<file path="src/rtl/xfer_fifo_pkg.sv">
package xfer_fifo_pkg;
    typedef enum logic [1:0] {
        FS_EMPTY   = 2'd0,
        FS_PARTIAL = 2'd1,
        FS_FULL    = 2'd2
    } fill_state_e;

    function automatic logic [1:0] size_code(input int depth);
        case (depth)
            16:      return 2'd1;
            32:      return 2'd2;
            64:      return 2'd3;
            default: return 2'd0;
        endcase
    endfunction
endpackage

</file>
<file path="src/rtl/xfer_byte_ring.sv">
module xfer_byte_ring
    import xfer_fifo_pkg::*;
#(
    parameter int DEPTH = 8,
    localparam int AW = $clog2(DEPTH),
    localparam int LW = AW + 1
) (
    input  logic          clk,
    input  logic          rst_n,
    input  logic          clr,
    input  logic          push,
    input  logic [7:0]    push_data,
    input  logic          pop,
    output logic [7:0]    head,
    output logic [LW-1:0] level,
    output logic          empty,
    output logic          full
);
    logic [7:0]  mem [DEPTH];
    logic [AW-1:0] wr_ptr, rd_ptr;
    fill_state_e state, state_nxt;

    always_ff @(posedge clk) begin
        if (push) mem[wr_ptr] <= push_data;
    end

    always_ff @(posedge clk or negedge rst_n) begin
        if (!rst_n) begin
            wr_ptr <= '0;
            rd_ptr <= '0;
            level  <= '0;
        end else if (clr) begin
            wr_ptr <= '0;
            rd_ptr <= '0;
            level  <= '0;
        end else begin
            if (push) wr_ptr <= wr_ptr + 1'b1;
            if (pop)  rd_ptr <= rd_ptr + 1'b1;
            level <= level + LW'(push) - LW'(pop);
        end
    end

    always_comb begin
        state_nxt = state;
        unique case (state)
            FS_EMPTY:   if (push) state_nxt = FS_PARTIAL;
            FS_PARTIAL: begin
                if (push && !pop && level == LW'(DEPTH - 1)) state_nxt = FS_FULL;
                else if (pop && !push && level == LW'(1))    state_nxt = FS_EMPTY;
            end
            FS_FULL:    if (pop && !push) state_nxt = FS_PARTIAL;
            default:    state_nxt = FS_EMPTY;
        endcase
        if (clr) state_nxt = FS_EMPTY;
    end

    always_ff @(posedge clk or negedge rst_n) begin
        if (!rst_n) state <= FS_EMPTY;
        else        state <= state_nxt;
    end

    always_comb begin
        empty = (state == FS_EMPTY);
        full  = (state == FS_FULL);
        head  = mem[rd_ptr];
    end

    a_r1_no_overflow: assert property (@(posedge clk) disable iff (!rst_n)
        level <= LW'(DEPTH));
    a_r1_state_matches_level: assert property (@(posedge clk) disable iff (!rst_n)
        (empty == (level == '0)) && (full == (level == LW'(DEPTH))));
    a_r8_clear_empties: assert property (@(posedge clk) disable iff (!rst_n)
        clr |=> (level == '0) && empty);
endmodule

</file>
<file path="src/rtl/xfer_flag_ctrl.sv">
module xfer_flag_ctrl #(
    parameter int LW = 4,
    parameter int CW = 16
) (
    input  logic          clk,
    input  logic          rst_n,
    input  logic          h_push_ok,
    input  logic          h_push_err,
    input  logic          h_pop_ok,
    input  logic          h_pop_err,
    input  logic          e_pop_err,
    input  logic          rx_eval,
    input  logic [LW-1:0] level,
    input  logic [5:0]    rx_thr,
    input  logic [5:0]    tx_thr,
    input  logic          xfer_tx,
    input  logic [CW-1:0] xfer_left,
    input  logic          empty,
    output logic          rx_ready,
    output logic          rx_drain,
    output logic          tx_ready,
    output logic          tx_drain,
    output logic          acc_ready,
    output logic          acc_err,
    output logic          tx_underflow
);
    logic [6:0] lvl_w, after_rd, thr_w;
    logic rr_n, rd_n, ar_n, ae_n, uf_n, tx_need;

    always_comb begin
        lvl_w    = 7'(level);
        after_rd = lvl_w - 7'd1;
        thr_w    = 7'(rx_thr);
        rr_n = rx_ready;
        rd_n = rx_drain;
        ar_n = acc_ready;
        ae_n = acc_err;
        uf_n = tx_underflow;
        if (h_pop_ok) begin
            if (after_rd == 7'd0) begin
                rr_n = 1'b0;
                rd_n = 1'b0;
                ar_n = 1'b1;
            end else if (after_rd <= thr_w) begin
                rr_n = 1'b0;
                rd_n = 1'b1;
            end
        end
        if (rx_eval) begin
            rr_n = (lvl_w > thr_w);
            rd_n = !(lvl_w > thr_w);
            ar_n = 1'b0;
        end
        if (h_push_ok) begin
            ar_n = 1'b0;
            uf_n = 1'b0;
        end
        if (h_push_ok || h_pop_ok)   ae_n = 1'b0;
        if (h_push_err || h_pop_err) ae_n = 1'b1;
        if (e_pop_err)               uf_n = 1'b1;
        tx_need = xfer_tx && (xfer_left != '0) && empty;
    end

    always_ff @(posedge clk or negedge rst_n) begin
        if (!rst_n) begin
            rx_ready     <= 1'b0;
            rx_drain     <= 1'b0;
            tx_ready     <= 1'b0;
            tx_drain     <= 1'b0;
            acc_ready    <= 1'b0;
            acc_err      <= 1'b0;
            tx_underflow <= 1'b0;
        end else begin
            rx_ready     <= rr_n;
            rx_drain     <= rd_n;
            tx_ready     <= tx_need && (xfer_left > CW'(tx_thr));
            tx_drain     <= tx_need && !(xfer_left > CW'(tx_thr));
            acc_ready    <= ar_n;
            acc_err      <= ae_n;
            tx_underflow <= uf_n;
        end
    end

    a_r4_rx_exclusive: assert property (@(posedge clk) disable iff (!rst_n)
        $onehot0({rx_ready, rx_drain}));
    a_r7_tx_exclusive: assert property (@(posedge clk) disable iff (!rst_n)
        $onehot0({tx_ready, tx_drain}));
    a_r3_underflow_sets: assert property (@(posedge clk) disable iff (!rst_n)
        (e_pop_err && !h_push_ok) |=> tx_underflow);
    a_r6_empty_read_done: assert property (@(posedge clk) disable iff (!rst_n)
        (h_pop_ok && level == LW'(1) && !rx_eval) |=> acc_ready && !rx_ready && !rx_drain);
endmodule

</file>
<file path="src/rtl/xfer_byte_fifo.sv">
module xfer_byte_fifo
    import xfer_fifo_pkg::*;
#(
    parameter int DEPTH = 8,
    parameter int CW    = 16,
    localparam int LW   = $clog2(DEPTH) + 1
) (
    input  logic          clk,
    input  logic          rst_n,
    input  logic          host_wr,
    input  logic [7:0]    host_wdata,
    input  logic          host_rd,
    output logic [7:0]    host_rdata,
    input  logic          cfg_wr,
    input  logic [15:0]   cfg_wdata,
    input  logic          eng_push,
    input  logic [7:0]    eng_wdata,
    input  logic          eng_pop,
    output logic [7:0]    eng_rdata,
    input  logic          eng_rx_done,
    input  logic          xfer_tx,
    input  logic [CW-1:0] xfer_left,
    output logic          rx_ready,
    output logic          rx_drain,
    output logic          tx_ready,
    output logic          tx_drain,
    output logic          acc_ready,
    output logic          acc_err,
    output logic          tx_underflow,
    output logic [15:0]   buf_status
);
    localparam logic [1:0] SZ_CODE = size_code(DEPTH);

    logic [5:0]    rx_thr, tx_thr;
    logic [LW-1:0] level;
    logic [7:0]    head;
    logic empty, full, clr;
    logic h_push_ok, h_push_err, e_push_ok;
    logic h_pop_ok, h_pop_err, e_pop_ok, e_pop_err;

    always_comb begin
        clr        = cfg_wr && (cfg_wdata[14] || cfg_wdata[6]);
        h_push_ok  = host_wr && !full;
        h_push_err = host_wr && full;
        e_push_ok  = eng_push && !host_wr && !full;
        h_pop_ok   = host_rd && !empty;
        h_pop_err  = host_rd && empty;
        e_pop_ok   = eng_pop && !host_rd && !empty;
        e_pop_err  = eng_pop && !host_rd && empty;
        host_rdata = head;
        eng_rdata  = head;
        buf_status = {SZ_CODE, 6'(level), 2'b00, xfer_left[5:0]};
    end

    always_ff @(posedge clk or negedge rst_n) begin
        if (!rst_n) begin
            rx_thr <= '0;
            tx_thr <= '0;
        end else if (cfg_wr) begin
            rx_thr <= cfg_wdata[13:8];
            tx_thr <= cfg_wdata[5:0];
        end
    end

    xfer_byte_ring #(.DEPTH(DEPTH)) u_ring (
        .clk       (clk),
        .rst_n     (rst_n),
        .clr       (clr),
        .push      (h_push_ok || e_push_ok),
        .push_data (host_wr ? host_wdata : eng_wdata),
        .pop       (h_pop_ok || e_pop_ok),
        .head      (head),
        .level     (level),
        .empty     (empty),
        .full      (full)
    );

    xfer_flag_ctrl #(.LW(LW), .CW(CW)) u_flags (
        .clk          (clk),
        .rst_n        (rst_n),
        .h_push_ok    (h_push_ok),
        .h_push_err   (h_push_err),
        .h_pop_ok     (h_pop_ok),
        .h_pop_err    (h_pop_err),
        .e_pop_err    (e_pop_err),
        .rx_eval      (eng_rx_done),
        .level        (level),
        .rx_thr       (rx_thr),
        .tx_thr       (tx_thr),
        .xfer_tx      (xfer_tx),
        .xfer_left    (xfer_left),
        .empty        (empty),
        .rx_ready     (rx_ready),
        .rx_drain     (rx_drain),
        .tx_ready     (tx_ready),
        .tx_drain     (tx_drain),
        .acc_ready    (acc_ready),
        .acc_err      (acc_err),
        .tx_underflow (tx_underflow)
    );

    a_r2_full_write_drops: assert property (@(posedge clk) disable iff (!rst_n)
        (host_wr && full && !clr && !host_rd && !eng_pop) |=> acc_err && $stable(level));
    a_r2_empty_read_errs: assert property (@(posedge clk) disable iff (!rst_n)
        (host_rd && empty && !host_wr) |=> acc_err);
    a_r10_single_push: assert property (@(posedge clk) disable iff (!rst_n)
        (host_wr && eng_push && !full && !clr && !host_rd && !eng_pop)
            |=> level == $past(level) + LW'(1));
endmodule

</file>
<file path="config.mk">
export PLATFORM = sky130hd
export DESIGN_NAME = xfer_byte_fifo
export DESIGN_NICKNAME = d
export VERILOG_FILES = /design/src/rtl/xfer_fifo_pkg.sv /design/src/rtl/xfer_byte_ring.sv /design/src/rtl/xfer_flag_ctrl.sv /design/src/rtl/xfer_byte_fifo.sv
export SDC_FILE = /design/constraint.sdc
export NUM_CORES = 1
export LEC_CHECK = 0
export ABC_AREA = 1
export BUFFER_PORTS_ARGS = -buffer_cell sky130_fd_sc_hd__buf_4
export CELL_PAD_IN_SITES_DETAIL_PLACEMENT = 0
export CELL_PAD_IN_SITES_GLOBAL_PLACEMENT = 1
export CORE_UTILIZATION = 40
export CTS_BUF_LIST = sky130_fd_sc_hd__clkbuf_2
export CTS_CLUSTER_DIAMETER = 40
export DETAILED_ROUTE_END_ITERATION = 8
export GPL_ROUTABILITY_DRIVEN = 0
export GPL_TIMING_DRIVEN = 0
export PLACE_DENSITY = 0.75
export SLEW_MARGIN = 20
export SYNTH_ARGS = -nofsm -noshare
export SYNTH_HDL_FRONTEND = slang
export SYNTH_SLANG_ARGS = --single-unit
</file>
<file path="constraint.sdc">
create_clock -name clk -period 2.6 [get_ports clk]
set_input_delay 0.26 -clock clk [delete_from_list [all_inputs] [get_ports clk]]
set_output_delay 0.26 -clock clk [all_outputs]
set_load 0.03 [all_outputs]
</file>
Word level (Yosys, flattened, before mapping)
Memory sizes are Yosys's and may differ from the RTL's.
Cells that the tools add are included.
- order comparisons: 3
- $add $sub $neg: 5
- mux-type cells: 30
- reductions and logical operators: 45
- eq/ne operators: 7
- operators with widths (cell ; count):
    $logic_and A1 B1 Y1 ; 18
    $mux W1 ; 18
    $gt A16 B6 Y1 ; 1
    $reduce_bool A16 Y1 ; 1
    $mux W3 ; 4
    $mux W2 ; 5
    $reduce_bool A2 Y1 ; 5
    $reduce_bool A3 Y1 ; 3
    $logic_not A1 Y1 ; 8
    $mux W8 ; 1
    $le A7 B6 Y1 ; 1
    $logic_not A7 Y1 ; 1
    $add A3 B1 Y3 const B ; 2
    $gt A4 B6 Y1 ; 1
    $ne A3 B1 Y1 const B ; 2
    $pmux W2 S3 ; 1
    $logic_or A1 B1 Y1 ; 5
    $sub A4 B1 Y5 const B ; 1
    $add A4 B1 Y4 ; 1
    $eq A4 B1 Y1 const B ; 1
    $eq A4 B3 Y1 const B ; 1
    $mux W4 ; 1
    $ne A4 B2 Y1 const B ; 1
    $reduce_and A2 Y1 ; 2
    other kinds (5) ; 5
- RAM bits: 64
- memories kept: 1
- bits of input ports: 57
- word-level logic and storage cells: 104
- bits in registers: 31
- output and inout bits: 39
- memories (memory ; words ; width ; read ports ; clocked after memory_dff ; wr ports ; RTL line ; RTL):
    u_ring.mem ; 8 ; 8 ; 1 ; 0 ; 1 ; xfer_byte_ring.sv:19 ; logic [7:0] mem [DEPTH];

Logic depth before layout (Yosys ltp)
Gate-level depths: netlist (run 1).
- depth after elaboration: 11
- depth in mapped cells: 16

Modules after synthesis
From an unflattened synthesis (run 1), not the netlist that was laid out.
- cells, all modules: 528
- area total of the unflattened synthesis: 4864.7 um2
- by module, submodules not included (module ; area each (um2) ; cells an instance ; instances):
    xfer_byte_ring ; 3205.6 ; 278 ; 1
    xfer_flag_ctrl ; 878.3 ; 134 ; 1
    xfer_byte_fifo ; 780.7 ; 116 ; 1

Least setup slack after synthesis (run 1)
Ideal clock, no wire load.
- kind: register -> register
- from: register u_ring.level[1]
- to: register u_flags.rx_drain
- required time: 2.482 ns
- clock period less this slack: 2.147 ns
- slack: 0.453 ns
- arrival time: 2.029 ns
- buffers on the path: 0
- cell stages (with the launch flop): 17
- cell sequence: dfrtp_1 inv_1 ha_1 inv_1 nand2_1 nand2_2 inv_1 ha_1 inv_1 nor2_1 nand2_1 nor2_1 nor2_1 nand3_1 nand2_1 nand2_1 nand2_1
- cells in the longest elaborated chain, start to end: 5
- elaborated cells on any way between the ends: 10
- classes of those cells: add/sub (1); order compare (2); mux (3); reduce/logical (4)
- RTL lines (item ; RTL line ; RTL):
    start: declaration ; xfer_byte_ring.sv:15 ; output logic [LW-1:0] level,
    start signal: assignment ; xfer_byte_ring.sv:39 ; level <= level + LW'(push) - LW'(pop);
    branches (longest 5 deep; another with $le A7 B6 Y1) ; n/a ;
    end signal: assignment ; xfer_flag_ctrl.sv:75 ; rx_drain <= rd_n;
    end: declaration ; xfer_flag_ctrl.sv:20 ; output logic rx_drain,
Several ways; the timed one is not identified. The select of a mux whose other input is x is not followed.
A chain may end at the register's enable or synchronous reset.

Worst setup path after layout (run 1)
- from: register u_ring.rd_ptr[0]
- to: output host_rdata[1]
- cells in the longest elaborated chain, start to end: 1
- RTL lines (item ; RTL line ; RTL):
    start: declaration ; xfer_byte_ring.sv:20 ; logic [AW-1:0] wr_ptr, rd_ptr;
    start signal: assignment ; xfer_byte_ring.sv:38 ; if (pop) rd_ptr <= rd_ptr + 1'b1;
    $mem_v2 Z8 W8 ; n/a ;
    end: declaration ; xfer_byte_fifo.sv:13 ; output logic [7:0] host_rdata,
No other way between the ends.

==> qor.yml, run 1 <==
placement.cell_area_um2: 5826
gr-usage-all-layers_pct: 18.55
p_leak_nw: 2.831
detail_route.wirelength_um: 11110
crit_arrival_ns: 2.17
post-dp-hpwl_um: 8211
cp-end-kind: "output pin"
synth_top_cell_area_share_pct: 38.82
fin_nets: 726
maxCapViolations: 0
grt_pass1_vias: 3702
synthCells: 510
fmax_ghz: 0.4121
routedWlPerCell_um: 13.75
use_met2_pct: 33.91
tightest_slew_ns: 0.8998
cp.required_ns: 2.34
grt_max_degree: 32
rrSetupSlack_ns: 0.39
numCtsBuffers: 9
synthMuxAreaShare_pct: 0.4549
setup_viol: 0
design_area_um2: 6180
clock_sinks: 95
async_reset_ff_share_pct: 32.63
ys_seq_area_share_pct: 54.49
ys.flop_type: "edfxtp_1"
drv_slew: 0
clock_latency_ns: 0.55
vias: 3717
worst_setup_path_start_kind: "register"
synthMostInstantiatedCell: "nand2_1"
ant_nets: 0
dieWidth_um: 113.3
grt.busiest_layer: "met2"
yosys.cell_types.count: 34
synth_xor_area_share_pct: 0.7076
finalHoldViolCount: 0
finalCritPeriodShare_pct: 93.33
hold_class: "in -> reg"
final.setup.tns_ns: 0
fin_worst_skew_ns: 0.02963
post-cts-setup-buffers: 0
dr.pass1.iters: 4
drive_gt1_share_pct: 22.97
netlist_top_cells_count: "nand2_1 (110), nor2_1 (88), edfxtp_1 (64)"
grt_use_met3_pct: 3.214
rows: 40
vias_per_cell: 4.600
io_buffers: 86
synth_simple_gate_area_share_pct: 17.49
max-vdd-ir-drop_mv: 0.4321
yosysTopAreaCell: "edfxtp_1"
die_h_um: 113.3
yosys_register_bits: 95
clk_pin_slew_worst_paths_ns: 0.26
synth_compound_area_share_pct: 8.820
coreArea_um2: 12060
synth_edf_count: 64
power_density_nw_per_um2: 903.1
reg2reg_from: "u_ring.level[1]$_DFF_PN0_"
io_pins: 96
antenna_found_initial: 0
rsz0062_at_grt: "false"
clk_path_buf_depth: 2
period_needed_ns: 2.427
syn_area_um2: 4951
area.growth.synth_to_final_pct: 24.82
synthTopCellsByArea: "edfxtp_1 (39%), dfrtp_1 (16%), ha_1 (8.3%), nand2_1 (8.3%), nor2_1 (6.7%)"
start_util_pct: 41.05
reg2reg_depth: 12
grt_overflow: 0
yosys_warnings: 0
cts_tree: "yes"
clockRootBuffer: "clkbuf_2"
maxSlewHeadroom_pct: 39.79
grt_use_met1_pct: 21.82
cts_htree_levels: 3
hp-start: "host_wr"
endpoint: "host_rdata[1]"
dieArea_um2: 12830
run_status: "finished clean"
drtIter0Drc: 147
crit_type: "reg -> out"
synth_fa_ha_area_share_pct: 8.744
drc: 0
synth_top_family_by_area: "simple AND/OR/NAND/NOR gates"
diodes: 0
cp_max_fo: 10
grt_pass1_wl_um: 18110
syn_avg_cell_area_um2: 9.708
r2r-end: "u_flags.rx_ready$_DFFE_PN0P_"
critPathLaunch: "u_ring.rd_ptr[0]$_DFFE_PN0P_"
[placed cells by master (no fill, tap or decap), types with 6 or more instances in the layout]
cell,count
nand2_1,110
buf_4,106
nor2_1,88
edfxtp_1,64
inv_1,49
ha_1,33
dfrtp_1,30
o21ai_0,26
dlygate4sd3_1,23
o32ai_1,16
clkbuf_2,11
nand3_1,10
a21oi_1,9
o21ai_1,8
buf_6,6
conb_1,6
[cell families (layout without fill, tap and decap cells)]
family | count (synthesis) | count (layout)
xor+xnor | 4 | 4
buf+inv | 87 | 212
mux | 2 | 2
simple gates | 220 | 220
fa+ha+maj | 34 | 34
flops | 95 | 95
other cells | 1 | 6
compound gates | 67 | 67
[final cells by class]
cell class,instances,area (um2)
buffer,35,260.3
inverter,52,197.7
clock inverter,7,76.32
tap,168,210.2
sequential,95,2699
clock buffer,9,45.04
fill,1116,5882
multi-input combinational,333,1815
timing repair buffer,109,875.8
[registers in the layout, summed over array words and instances, names as in the netlist]
name and count:
rx_thr 6, u_flags.acc_err 1, u_ring.state 2, u_flags.acc_ready 1, u_ring.mem 64, u_ring.level 4, u_ring.wr_ptr 3, u_flags.tx_ready 1
u_flags.rx_drain 1, tx_thr 6, u_flags.tx_underflow 1, u_ring.rd_ptr 3, u_flags.rx_ready 1, u_flags.tx_drain 1
[how the worst min path moves through the flow]
| stage | cells after the start | endpoint | slack (ns) |
|---|---|---|---|
| finish | 4 | u_flags.acc_ready$_DFFE_PN0P_ | 0.07 |
| global placement | 1 | u_flags.rx_ready$_DFFE_PN0P_ | 0.23 |
| detailed placement | 1 | u_flags.rx_ready$_DFFE_PN0P_ | 0.23 |
| global route | 4 | u_ring.state[1]$_DFFE_PN0P_ | 0.03 |
| floorplan | 0 | rx_thr[0]$_DFFE_PN0P_ | -0.04 |
| CTS | 4 | u_flags.acc_ready$_DFFE_PN0P_ | 0.002 |
[power breakdown]
part	switching, W	internal (W)	total (W)
logic	0.00175	0.00113	0.00288
registers	0.000123	0.00182	0.00194
clock network	0.000523	0.000234	0.000756
total	0.00240	0.00318	0.00558
[metal layers]
layer,up-vias,share of wire [%]
met2,74,52
met4,0,1.7
met1,1712,44
met3,16,2.5
li1,1915,-
met5,-,0
[what timing repair did]
action / 4_1_cts / 5_1_grt
hold endpoints to repair: 55 / 1
gates resized for setup: 0 / 3
hold buffers: 22 / 1
endpoints found under the setup margin: 0 / 8
[metrics by stage]
stage	hold slack [ns]	setup slack, ns	std cells	total power, W	util [%]
5_1_grt	0.02859	0.006073	808	0.006018	51.23
3_5_place_dp	0.2299	0.3994	769	0.004832	48.30
6_report	0.06859	0.1735	808	0.005581	51.23
3_3_place_gp	0.2280	0.4320	769	0.004787	48.30
2_1_floorplan	-0.03559	0.4531	515	0.003950	-
4_1_cts	0.002302	0.06460	807	0.005615	51.13
[critical path: stages, from the launching register on]
cell and delay (ns):
dfrtp_1 0.46, buf_6 0.15, inv_4 0.09, buf_6 0.16, nor2_1 0.06, o32ai_1 0.25, nand2_1 0.09, nand2_1 0.11
buf_4 0.11, buf_4 0.14
Note: power is estimated with default switching activity, not from simulation.
==> inputs of run 2 (changes only) <==
Settings changed: CELL_PAD_IN_SITES_DETAIL_PLACEMENT 0 to unset, CELL_PAD_IN_SITES_GLOBAL_PLACEMENT 1 to unset, GPL_TIMING_DRIVEN 0 to unset, PLACE_DENSITY 0.75 to 0.6.
==> run 2 against run 1 <==
  * Sequential share of layout area is 0.28 points lower
  * Fmax is 0.41% higher
  * Critical path depth is 3 lower
  * Cell area is 0.65% higher
  * Largest power group unchanged
  * Flip-flop and latch count stayed put
  * Die area stayed put
  * First-iteration DRC count is 31% higher
  * Hold slack worse by 0.035 ns
  * Cell count is 0.50% lower
  * Via count is 1.6% higher
  * Clock skew is 0.0080 ns lower
  * Non-clock buffer count is 4 lower
  * Highest routed layer unchanged
  * Critical path type unchanged
==> qor.yml, run 2 (same netlist as run 1, synthesis figures left out) <==
cp_common_cell: "nand2_1"
reg2reg_depth: 16
die_h_um: 113.3
crit_arrival_ns: 2.16
rows: 40
routedWlPerCell_um: 13.77
grt_pass1_wl_um: 17920
top_regs: "u_ring.mem (64), rx_thr (6), tx_thr (6)"
cp-end-kind: "output pin"
hold_class: "in -> reg"
grt_overflow: 0
whs_ns: 0.03337
dr.pass1.iters: 7
worst_setup_path_start_kind: "register"
post-dp-hpwl_um: 7640
critPathSlowestCell: "dfrtp_2"
vias: 3776
drc: 0
grt_use_met3_pct: 2.946
run_status: "finished clean"
grt_max_degree: 35
largest_reg_flops: 64
dieArea_um2: 12830
power_density_nw_per_um2: 875.6
maxCapViolations: 0
vias_per_cell: 4.697
start_util_pct: 41.05
cp.required_ns: 2.34
fmax_ghz: 0.4138
p_leak_nw: 2.804
reg2reg_from: "u_ring.level[1]$_DFF_PN0_"
whs_path_depth: 4
fillCellCount: 1126
dieWidth_um: 113.3
final.setup.tns_ns: 0
fin_nets: 722
clock_sinks: 95
finalHoldViolCount: 0
seq_area_um2: 2699
gr-usage-all-layers_pct: 18.20
power_w: 0.005446
max-vdd-ir-drop_mv: 0.5163
fin_util_pct: 51.57
drv_slew: 0
grt_use_met1_pct: 24.24
fin_worst_skew_ns: 0.02163
slowest_delay_ns: 0.57
detail_route.wirelength_um: 11070
cts_htree_levels: 3
grt_pass1_vias: 3731
use_met2_pct: 30.06
clock_latency_ns: 0.60
rrSetupSlack_ns: 0.37
antenna_found_initial: 0
hp-start: "cfg_wdata[6]"
io_pins: 96
period_needed_ns: 2.417
whs_endpoint: "u_ring.rd_ptr[0]$_DFFE_PN0P_"
numCtsBuffers: 9
crit_type: "reg -> out"
area.growth.synth_to_final_pct: 25.63
drtIter0Drc: 193
io_buffers: 87
setup_viol: 0
clockRootBuffer: "clkbuf_2"
grt.busiest_layer: "met2"
clk_path_buf_depth: 2
diodes: 0
cts_tree: "yes"
layout_common_cells: "nand2_1 (110), buf_4 (99), nor2_1 (88), edfxtp_1 (64), inv_1 (49)"
cp_max_fo: 33
coreArea_um2: 12060
multi_input_area_um2: 1831
drive_gt1_share_pct: 20.44
path_cells: "inv_8 -> nor2_1 -> o32ai_1 -> nand2_1 -> nand2_1 -> buf_4"
ant_nets: 0
r2r-end: "u_flags.rx_ready$_DFFE_PN0P_"
top_register: "u_ring.mem"
rsz0062_at_grt: "false"
clk_pin_slew_worst_paths_ns: 0.24
finalCritPeriodShare_pct: 92.94
final_common_cell: "nand2_1"
run 2: report_power, final:
part	internal, W	switching [W]	leakage, nW	total [W]
registers	0.00182	0.000125	0.977	0.00194
logic	0.00102	0.00173	1.76	0.00275
clock network	0.000232	0.000519	0.0681	0.000751
run 2: repair_timing:
action | CTS | global route
setup buffers | 0 | 2
hold buffers | 40 | 0
gates resized for setup | 2 | 5
setup endpoints to repair | 16 | 16
endpoints found under the hold margin | 57 | 0
cloned | 0 | 0
run 2: worst max-delay path by stage:
stage	startpoint	endpoint	slack (ns)	cells past startpoint
6_report	u_ring.rd_ptr[0]$_DFFE_PN0P_	host_rdata[3]	0.18	6
5_1_grt	u_ring.rd_ptr[0]$_DFFE_PN0P_	host_rdata[0]	0.007	6
4_1_cts	u_ring.rd_ptr[0]$_DFFE_PN0P_	eng_rdata[5]	0.03	6
3_5_place_dp	u_ring.level[1]$_DFF_PN0_	u_flags.rx_ready$_DFFE_PN0P_	0.39	16
3_3_place_gp	u_ring.level[1]$_DFF_PN0_	u_flags.rx_ready$_DFFE_PN0P_	0.48	16
2_1_floorplan	u_ring.level[1]$_DFF_PN0_	u_flags.rx_drain$_DFFE_PN0P_	0.45	16
run 2: routing by layer:
| layer | routed length, um | vias to the layer above | share of wire, % |
|---|---|---|---|
| met5 | 0 | - | 0 |
| met4 | 136 | 0 | 1.2 |
| met3 | 399 | 15 | 3.6 |
| met2 | 5286 | 76 | 48 |
| met1 | 5248 | 1777 | 47 |
| li1 | - | 1908 | - |
run 2: final cells by class:
class,instances,share of cell area [%]
clock buffers,10,0.8047
clock inverters,6,1.106
inverters,52,3.259
multi-input cells,333,29.43
flip-flops and latches,95,43.39
well taps,168,3.380
repair buffers,140,18.63
run 2: critical path: cells and delay by family, from the launching register on:
family	cells	cell delay, ns
buffers and inverters	2	0.38
AO/OA/AOI/OAI	1	0.31
AND/OR/NAND/NOR	3	0.30
flip-flops	1	0.57
run 2: stage by stage:
step / setup slack, ns / std cells / cell area, um2
final: 0.1835 / 804 / 6220
after global routing: 0.006627 / 804 / 6220
after CTS: 0.02726 / 802 / 6180
after detailed placement: 0.3922 / 746 / 5657
after global placement: 0.4751 / 746 / 5657
after floorplan: 0.4531 / 515 / 4970
==> inputs of run 3 (changes only) <==
Settings changed: BUFFER_PORTS_ARGS -buffer_cell sky130_fd_sc_hd__buf_4 to unset, DONT_BUFFER_PORTS set to 1, PLACE_DENSITY 0.6 to 0.53.
==> run 3 against run 2 <==
  * Via count down 6.2%
  * Critical path depth up 3
  * Hold slack better by 0.054 ns
  * Register-to-register slack better by 0.07 ns
  * Die area unchanged
  * Global-route usage down 1.1 points
  * Non-clock buffer count down 83
  * Critical path type is now in -> reg
  * Largest cell class unchanged
  * Largest power group unchanged
==> qor.yml, run 3 (same netlist as run 1, synthesis figures left out) <==
dieWidth_um: 113.3
instances_no_fill: 721
post-dp-hpwl_um: 7108
swShare_pct: 45.27
cp-end-kind: "register"
dp.cells: 672
grt_max_degree: 35
drive_gt1_share_pct: 11.03
critPathSlowestCell: "dlygate4sd3_1"
gr-usage-all-layers_pct: 17.14
cts_tree: "yes"
tightest_slew_ns: 0.7512
grt_pass1_vias: 3495
grt_overflow: 0
hp-start: "xfer_left[6]"
p_leak_nw: 2.459
clock_sinks: 95
worst_setup_path_start_kind: "primary input"
io_buffers: 0
layout_common_cells: "nand2_1 (109), nor2_1 (87), edfxtp_1 (64), inv_1 (49), ha_1 (33)"
period_needed_ns: 2.560
die_h_um: 113.3
critPathLaunch: "xfer_left[15]"
drtIter0Drc: 154
drv_slew: 0
maxCapViolations: 0
fmax_ghz: 0.3907
seqPwrFrac_pct: 36.9
fin_nets: 639
cp_common_cell: "dlygate4sd3_1"
crit_buf_inv: 4
io_pins: 96
fin_worst_skew_ns: 0.02255
post-cts-setup-buffers: 0
internal_power_w: 0.002893
grt_pass1_wl_um: 16840
final.setup.tns_ns: 0
clock_latency_ns: 0.55
reg2reg_from: "u_ring.state[1]$_DFFE_PN0P_"
finalCritPeriodShare_pct: 98.44
max-vdd-ir-drop_mv: 0.4660
rows: 40
cp.required_ns: 3.08
numCtsBuffers: 9
power_density_nw_per_um2: 934.0
diodes: 0
multi_input_area_um2: 1851
pwr-share-clk_pct: 13.1
start_util_pct: 41.05
antenna_found_initial: 0
clockRootBuffer: "clkbuf_2"
dieArea_um2: 12830
cts_htree_levels: 3
top_register: "u_ring.mem"
clk_pin_slew_worst_paths_ns: 0.24
detail_route.wirelength_um: 10540
vias_per_cell: 4.913
setup_viol: 0
rsz0062_at_grt: "false"
coreArea_um2: 12060
routedWlPerCell_um: 14.61
rrSetupSlack_ns: 0.44
fillCellCount: 1163
path_cells: "dlygate4sd3_1 -> nor2_1 -> dlygate4sd3_1 -> nand2_1 -> dlygate4sd3_1 -> nor2_2 -> dlygate4sd3_1 -> nand4_1 -> a21oi_1"
largest_reg_flops: 64
clk_path_buf_depth: 2
run_status: "finished clean"
dr.pass1.iters: 4
slowest_delay_ns: 0.59
crit_arrival_ns: 3.04
area.growth.synth_to_final_pct: 14.33
vias: 3542
top_regs: "u_ring.mem (64), rx_thr (6), tx_thr (6)"
hold_class: "in -> reg"
seq_area_um2: 2698
power_switching_w: 0.002394
final_common_cell: "nand2_1"
cp_max_fo: 2
critical_path.top_delay_family: "buffers and inverters"
whs_ns: 0.08732
crit_type: "in -> reg"
combPwrFrac_pct: 49.9
ant_nets: 0
maxSlewHeadroom_pct: 49.76
drc: 0
finalHoldViolCount: 0
## run 3: cell types whose count changed in the layout (fill, tap and decap cells not counted), moves of 2 or more
cell and delta:
clkbuf_16 +2, buf_6 +2, buf_4 -80, o32ai_2 +2
buf_12 +3, o32ai_1 -2, dlygate4sd3_1 -10, inv_6 +2
## run 3: path summary, 6_finish.rpt
check                      cells after the start                          end
max                                            9   u_flags.tx_drain$_DFF_PN0_
min                                            4   u_flags.tx_drain$_DFF_PN0_
max reg2reg                                   11    u_ring.level[3]$_DFF_PN0_
min reg2reg                                    2        tx_thr[2]$_DFFE_PN0P_
max in group asynchronous                      2   u_flags.tx_drain$_DFF_PN0_
min in group asynchronous                      2  u_flags.acc_err$_DFFE_PN0P_
## run 3: final cells by class
type,instances,area share (%)
multi-input cells,333,32.69
clock inverters,7,1.172
inverters,52,3.537
flip-flops and latches,95,47.66
well taps,168,3.714
repair buffers,57,10.43
clock buffers,9,0.7958
## run 3: per-stage QoR
step | instance area, um2 | power, W | setup WS [ns] | utilization [%]
global route | 5660 | 0.005712 | 0.009990 | 46.93
global placement | 5126 | 0.004351 | 0.5448 | 42.50
floorplan | 4970 | 0.003950 | 0.4531 | -
finish | 5660 | 0.005287 | 0.04050 | 46.93
detailed placement | 5126 | 0.004397 | 0.5077 | 42.50
CTS | 5580 | 0.005198 | 0.03396 | 46.27
## run 3: timing repair
item                       in CTS  in global routing
hold endpoints to repair       62                  0
resized for setup               3                  8
hold buffers                   31                  0
pin swaps                       0                  2
cloned                          0                  2
setup endpoints to repair       6                 18
## run 3: per-layer routing
metal | share of wire [%] | global-route usage, %
met1 | 49 | 23.23
met2 | 46 | 27.85
met3 | 4.4 | 3.107
met4 | 1.0 | 5.614
met5 | 0 | 0
## run 3: power by group through the flow
stage,logic [W],registers [W],clock network [W]
finish,0.00264,0.00195,0.000695
global route,0.00296,0.00197,0.000777
CTS,0.00252,0.00195,0.000730
detailed placement,0.00241,0.00199,0
global placement,0.00237,0.00198,0
floorplan,0.00191,0.00204,0
## run 3: tightest hold or removal path, stage by stage
cell	delay, ns
or2_1	0.12
nor2_1	0.06
nand4_1	0.10
a21oi_1	0.07
